$ cat src/rtl/pic_cmd_pkg.sv
package pic_cmd_pkg;
  localparam int BYTE_W = 8;

  typedef enum logic {
    RSEL_IRR = 1'b0,
    RSEL_ISR = 1'b1
  } rsel_e;

  typedef struct packed {
    logic       rd_upd;
    rsel_e      rd_sel;
    logic       poll;
    logic       smm_upd;
    logic       smm_val;
    logic       eoi_spec;
    logic       eoi_any;
    logic [2:0] lvl;
  } cmd_t;
endpackage

$ cat src/rtl/pic_cmd_decode.sv
module pic_cmd_decode import pic_cmd_pkg::*; (
  input  logic              wr_cmd,
  input  logic [BYTE_W-1:0] byte_in,
  output cmd_t              cmd
);
  logic is_ctl;
  logic is_lvl;

  always_comb begin
    is_ctl       = wr_cmd && (byte_in[4:3] == 2'b01) && !byte_in[7];
    is_lvl       = wr_cmd && (byte_in[4:3] == 2'b00);
    cmd.rd_upd   = is_ctl && byte_in[1];
    cmd.rd_sel   = rsel_e'(byte_in[0]);
    cmd.poll     = is_ctl && byte_in[2];
    cmd.smm_upd  = is_ctl && byte_in[5];
    cmd.smm_val  = byte_in[6];
    cmd.eoi_spec = is_lvl && (byte_in[7:5] == 3'b011);
    cmd.eoi_any  = is_lvl && (byte_in[7:5] == 3'b001);
    cmd.lvl      = byte_in[2:0];
  end
endmodule

$ cat src/rtl/pic_req_latch.sv
module pic_req_latch #(
  parameter int NUM_LEVELS = 8
) (
  input  logic                  clk,
  input  logic                  rst_n,
  input  logic [NUM_LEVELS-1:0] req_in,
  input  logic [NUM_LEVELS-1:0] ack_clr,
  output logic [NUM_LEVELS-1:0] irr
);
  logic [NUM_LEVELS-1:0] req_q;
  logic [NUM_LEVELS-1:0] rise;

  assign rise = req_in & ~req_q;

  always_ff @(posedge clk) begin
    if (!rst_n) begin
      req_q <= '0;
      irr   <= '0;
    end else begin
      req_q <= req_in;
      irr   <= (irr & ~ack_clr) | rise;
    end
  end
endmodule

$ cat src/rtl/pic_prio_resolve.sv
module pic_prio_resolve #(
  parameter int NUM_LEVELS = 8,
  localparam int LVL_W = (NUM_LEVELS > 1) ? $clog2(NUM_LEVELS) : 1
) (
  input  logic [NUM_LEVELS-1:0] irr,
  input  logic [NUM_LEVELS-1:0] isr,
  input  logic [NUM_LEVELS-1:0] mask,
  input  logic                  smm,
  output logic [NUM_LEVELS-1:0] grant,
  output logic [LVL_W-1:0]      win,
  output logic                  any
);
  logic [NUM_LEVELS-1:0] svc_upto;
  logic [NUM_LEVELS-1:0] elig;

  genvar g;
  generate
    for (g = 0; g < NUM_LEVELS; g++) begin : g_lvl
      if (g == 0) begin : g_first
        assign svc_upto[g] = isr[g];
      end else begin : g_rest
        assign svc_upto[g] = svc_upto[g-1] | isr[g];
      end
      assign elig[g] = irr[g] & ~mask[g] & ~(smm ? isr[g] : svc_upto[g]);
    end
  endgenerate

  assign grant = elig & (~elig + {{(NUM_LEVELS-1){1'b0}}, 1'b1});
  assign any   = |elig;

  always_comb begin
    win = '0;
    for (int i = NUM_LEVELS - 1; i >= 0; i--) begin
      if (elig[i]) win = LVL_W'(i);
    end
  end
endmodule

$ cat src/rtl/pic_cmd_unit.sv
module pic_cmd_unit import pic_cmd_pkg::*; #(
  parameter int NUM_LEVELS = 8
) (
  input  logic                  clk,
  input  logic                  rst_n,
  input  logic                  init_done,
  input  logic                  reg_sel,
  input  logic                  wr_en,
  input  logic [7:0]            wr_data,
  input  logic                  rd_en,
  output logic [7:0]            rd_data,
  output logic                  rd_valid,
  input  logic [NUM_LEVELS-1:0] irq_req,
  output logic                  int_req
);
  localparam int LVL_W = (NUM_LEVELS > 1) ? $clog2(NUM_LEVELS) : 1;

  cmd_t                  cmd;
  logic [NUM_LEVELS-1:0] irr;
  logic [NUM_LEVELS-1:0] isr;
  logic [NUM_LEVELS-1:0] mask;
  logic                  smm;
  logic                  poll_armed;
  rsel_e                 rsel;
  logic [NUM_LEVELS-1:0] grant_vec;
  logic [LVL_W-1:0]      win;
  logic                  win_any;
  logic                  poll_rd;
  logic [NUM_LEVELS-1:0] ack_vec;
  logic [NUM_LEVELS-1:0] eoi_clr;
  logic [NUM_LEVELS-1:0] isr_low;
  logic [BYTE_W-1:0]     poll_byte;
  logic [BYTE_W-1:0]     rd_next;

  pic_cmd_decode u_dec (
    .wr_cmd  (wr_en && !reg_sel),
    .byte_in (wr_data),
    .cmd     (cmd)
  );

  pic_req_latch #(.NUM_LEVELS(NUM_LEVELS)) u_req (
    .clk     (clk),
    .rst_n   (rst_n),
    .req_in  (irq_req),
    .ack_clr (ack_vec),
    .irr     (irr)
  );

  pic_prio_resolve #(.NUM_LEVELS(NUM_LEVELS)) u_prio (
    .irr   (irr),
    .isr   (isr),
    .mask  (mask),
    .smm   (smm),
    .grant (grant_vec),
    .win   (win),
    .any   (win_any)
  );

  assign int_req = win_any;
  assign poll_rd = rd_en && !reg_sel && poll_armed;
  assign ack_vec = poll_rd ? grant_vec : '0;
  assign isr_low = isr & (~isr + {{(NUM_LEVELS-1){1'b0}}, 1'b1});

  always_comb begin
    eoi_clr = '0;
    if (cmd.eoi_any) eoi_clr = isr_low;
    for (int i = 0; i < NUM_LEVELS; i++) begin
      if (cmd.eoi_spec && (cmd.lvl == 3'(i))) eoi_clr[i] = 1'b1;
    end
  end

  always_comb begin
    poll_byte = '0;
    if (win_any) poll_byte = {1'b1, 4'b0000, 3'(win)};
    if (reg_sel)          rd_next = BYTE_W'(mask);
    else if (poll_armed)  rd_next = poll_byte;
    else if (rsel == RSEL_ISR) rd_next = BYTE_W'(isr);
    else                  rd_next = BYTE_W'(irr);
  end

  always_ff @(posedge clk) begin
    if (!rst_n) begin
      isr        <= '0;
      mask       <= '0;
      smm        <= 1'b0;
      poll_armed <= 1'b0;
      rsel       <= RSEL_IRR;
      rd_valid   <= 1'b0;
      rd_data    <= '0;
    end else begin
      isr      <= (isr & ~eoi_clr) | ack_vec;
      rd_valid <= rd_en;
      if (rd_en) rd_data <= rd_next;
      if (wr_en && reg_sel) mask <= wr_data[NUM_LEVELS-1:0];
      if (cmd.smm_upd) smm <= cmd.smm_val;
      if (cmd.poll)       poll_armed <= 1'b1;
      else if (poll_rd)   poll_armed <= 1'b0;
      if (init_done)      rsel <= RSEL_IRR;
      else if (cmd.rd_upd) rsel <= cmd.rd_sel;
    end
  end
endmodule

$ cat config.mk
export PLATFORM = sky130hd
export DESIGN_NAME = pic_cmd_unit
export DESIGN_NICKNAME = d
export VERILOG_FILES = /design/src/rtl/pic_cmd_pkg.sv /design/src/rtl/pic_cmd_decode.sv /design/src/rtl/pic_req_latch.sv /design/src/rtl/pic_prio_resolve.sv /design/src/rtl/pic_cmd_unit.sv
export SDC_FILE = /design/constraint.sdc
export NUM_CORES = 1
export LEC_CHECK = 0
export BUFFER_PORTS_ARGS = -buffer_cell sky130_fd_sc_hd__buf_2
export CAP_MARGIN = 20
export CORE_MARGIN = 2
export CORE_UTILIZATION = 50
export DETAILED_ROUTE_END_ITERATION = 10
export PLACE_DENSITY = 0.74
export SETUP_SLACK_MARGIN = 0.15
export SLEW_MARGIN = 10
export SYNTH_ARGS = -nofsm -noshare
export SYNTH_HDL_FRONTEND = slang
export SYNTH_SLANG_ARGS = --single-unit
$ cat constraint.sdc
create_clock -name clk -period 1.54 [get_ports clk]
set_input_delay 0.077 -clock clk [delete_from_list [all_inputs] [get_ports clk]]
set_output_delay 0.077 -clock clk [all_outputs]
set_load 0.005 [all_outputs]
==> impl_metrics.env <==
export IMPL_cts_buffer_depth=2
export IMPL_post_dp_cell_area_um2=2790
export IMPL_hp_class="primary input to flip-flop"
export IMPL_synth_seq_cells=44
export IMPL_clk_transition_reported_paths_ns=0.08
export IMPL_final_design_area_no_fill_um2=3400
export IMPL_crit_reg2reg_launch="isr[0]"
export IMPL_critPathLaunchType="flip-flop"
export IMPL_syn_num_nets=276
export IMPL_route_final_wire_length_mm=8.87
export IMPL_number_of_vias_per_cell_after_detailed_routing=6.72
export IMPL_yosysWarnings=0
export IMPL_core_area_um2=4380
export IMPL_r2r_end="rd_data[0]"
export IMPL_latest_clock_arrival_within_the_worst_skew_pair_ns=0.31
export IMPL_tritoncts="built"
export IMPL_setup_slack_ns=-0.463
export IMPL_layout_nets=368
export IMPL_synth_compound_area_share_pct=25.9
export IMPL_cp_required_ns=1.46
export IMPL_cts_htree_levels=2
export IMPL_ys_seq_area_share_pct=38.4
export IMPL_via_count=2682
export IMPL_die_area_um2=5150
export IMPL_setup_tns_final_ns=-4.32
export IMPL_boundaryPins=32
export IMPL_holdWs_ns=0.00998
export IMPL_max_cap_violations=0
export IMPL_mappedNetlistArea_um2=2300
export IMPL_insertedDiodeCount=0
export IMPL_grt_max_degree=26
export IMPL_detailedPlacementHpwl_mm=4.71
export IMPL_grtUsageTotal_pct=30.8
export IMPL_synth_largest_area_cell="dfxtp_1"
export IMPL_worstHoldEndpoint="u_req.req_q[7]"
export IMPL_floorplan_initialDensity_pct=52.4
export IMPL_synthesized_netlist_cell_count=254
export IMPL_violations="setup timing"
export IMPL_die_width_um=71.8
export IMPL_final_hold_violation_count=0
export IMPL_drt_first_pass_iters=6
export IMPL_total_power_uw=2680
export IMPL_dominant_combinational_cell_family_by_area_after_synthesis="simple AND/OR/NAND/NOR gates"
export IMPL_clock_root_buffer="clkbuf_8"
export IMPL_avgSynthCellArea_um2=9.04
export IMPL_period_minus_slack_ns=2.00
export IMPL_min_period_over_period_pct=130
export IMPL_std_cell_rows=24
export IMPL_setup_worst_path_class="flip-flop to output pin"
export IMPL_synth_simple_gate_area_share_pct=26.9
export IMPL_ys_async_sr_fraction_pct=0
export IMPL_timing_fmax_ghz=0.499
export IMPL_worstSetupEndpointType="output pin"
export IMPL_setup_violations=19
export IMPL_layout_drive_gt1_share_pct=45.0
export IMPL_grt_pass1_vias=2431
export IMPL_gp_routability_congestion=0.935
export IMPL_place_port_buffers=31
export IMPL_syn_to_final_growth_pct=48.1
export IMPL_fp_dieH_um=71.8
export IMPL_timing_hold_worst_path_depth=2
export IMPL_yosys_area_share_adder_pct=0
export IMPL_run_status="finished with violations"
export IMPL_fillerInstances=252
export IMPL_yosys_mux_area_fraction_pct=4.41
export IMPL_synth_xor_area_share_pct=0
export IMPL_holdCritStartpoint="irq_req[7]"
export IMPL_cts_sinks=44
export IMPL_timing_final_max_slew_violations=0
export IMPL_tritoncts_num_buffers=5
export IMPL_synth_edff_count=0
export IMPL_timing_clock_skew_ns=0.00541
export IMPL_leakage_uw=0.00139
export IMPL_worst_r2r_cell_count=7
export IMPL_worstPathArrival_ns=1.93
export IMPL_power_density_cells_nw_per_um2=787
export IMPL_yosysTopAreaCellShare_pct=38.4
export IMPL_post_drt_wl_per_cell_um=22.2
export IMPL_ff2ff_setup_slack_ns=-0.32
export IMPL_yosysUniqueCellTypes=50
export IMPL_drc=0
export IMPL_worstMarginPinSlew_ns=0.464
export IMPL_synthFlopType="dfxtp_1"
export IMPL_worstPathMaxFanout=5
export IMPL_detailed_route_iter0_violations=368
export IMPL_initial_antenna_violation_count=0
export IMPL_rsz0062_at_grt="true"
export IMPL_drt_antenna_violating_nets=0
export IMPL_synth_top_cells_by_area="dfxtp_1, a21boi_0, nand2_1, mux2i_1, nand3_1"
export IMPL_worst_slew_margin_rel_pct=68.9
export IMPL_grt_overflow_total=0
export IMPL_irDropWorstVdd_mv=0.804
export IMPL_grt_first_pass_wirelength_mm=12.2
[cell usage in the layout (no fill, tap or decap), types with 5 or more instances in the layout]
cell type      count
buf_4             52
dfxtp_1           32
buf_2             31
nand2_1           23
nand3_1           12
and2_1            11
buf_6             11
a21boi_0          10
mux2i_1            9
dfxtp_2            9
nand2b_1           8
nor2b_1            8
inv_1              7
o21ai_0            7
dlygate4sd3_1      7
nor2_1             6
o211a_1            5
clkbuf_8           5
[power breakdown]
part           internal (uW)  total, uW  leakage (uW)  switching [uW]
Clock                    482        891     0.0000552             409
Sequential              1190       1230      0.000368            47.4
Combinational            269        551      0.000968             282
Total                   1940       2680       0.00139             739
[cell type report]
cell class                 instances  area, um^2  share of cell area (%)
clock buffer                       6        72.6                    2.13
clock inverter                     2        35.0                    1.03
inverter                           7        26.3                   0.773
multi-input combinational        187        1560                    45.8
sequential                        44         903                    26.6
tap                               52        65.1                    1.91
timing repair buffer             101         739                    21.7
[cells in the mapped netlist, types with 2 or more instances]
cell type	number
a21oi_1	6
clkbuf_1	10
a31oi_1	3
or3_1	5
o31ai_1	6
nor2b_1	9
and2_1	11
nand3b_1	2
nand4_1	2
o311a_1	2
o311ai_0	4
a21boi_1	2
nor3b_1	4
dfxtp_1	44
buf_2	3
o211a_1	5
o211ai_1	4
o221ai_1	2
a21boi_0	17
mux2i_1	9
nor2_1	7
o21ai_0	7
buf_4	3
nor3_1	4
nand2_1	25
o211ai_2	2
inv_1	7
o21a_1	4
nand2b_1	10
nand3_1	15
[logic make-up (layout without fill, tap and decap cells)]
kind of cell    count (synthesis)  in the layout
compound gates                 74             74
buf+inv                        23            116
flops                          44             44
mux                            10             10
simple gates                  103            103
[through the flow]
step	utilization, %	instances	worst slack (ns)
CTS	72.5	391	-0.263
global placement	63.7	366	-0.108
detailed placement	63.7	366	-0.138
finish	77.6	399	-0.463
floorplan	-	254	0.0135
global route	77.6	399	-0.464
[repair_timing]
item	in CTS	in global routing
hold buffers	7	0
buffers inserted	10	8
hold endpoints to repair	7	0
pin swaps	16	21
resized for setup	35	41
endpoints found under the setup margin	20	23
gates cloned	0	0
[registers in the layout, summed over array words and instances (netlist names)]
signal and flops:
isr 8, mask 8, poll_armed 1, rd_data 8, rd_valid 1, rsel 1
smm 1, u_req.irr 8, u_req.req_q 8
[per-layer routing]
| layer | up-vias | part of all wire [%] | global-route usage [%] |
|---|---|---|---|
| li1 | 1113 | - | - |
| met1 | 1287 | 37 | 39.2 |
| met2 | 203 | 46 | 49.9 |
| met3 | 79 | 9.6 | 5.77 |
| met4 | 0 | 7.0 | 15.5 |
| met5 | - | 0 | 0 |
[how the worst max path moves through the flow]
stage          cells after the start          to  slack (ns)         start
6_report                           6     int_req       -0.46        isr[0]
2_1_floorplan                      5  rd_data[0]        0.01        isr[3]
3_5_place_dp                       5  rd_data[2]       -0.14       mask[4]
4_1_cts                            6     int_req       -0.26        isr[0]
5_1_grt                            6     int_req       -0.46        isr[0]
3_3_place_gp                       5  rd_data[2]       -0.11  u_req.irr[4]
[worst max-delay path: stages, from the launching register on]
cell and delay (ns):
dfxtp_4 0.40, buf_6 0.12, nor2_1 0.07, o211ai_4 0.30, nand3_2 0.15, or3_1 0.42, buf_2 0.15
Note: power is estimated with default switching activity, not from simulation.
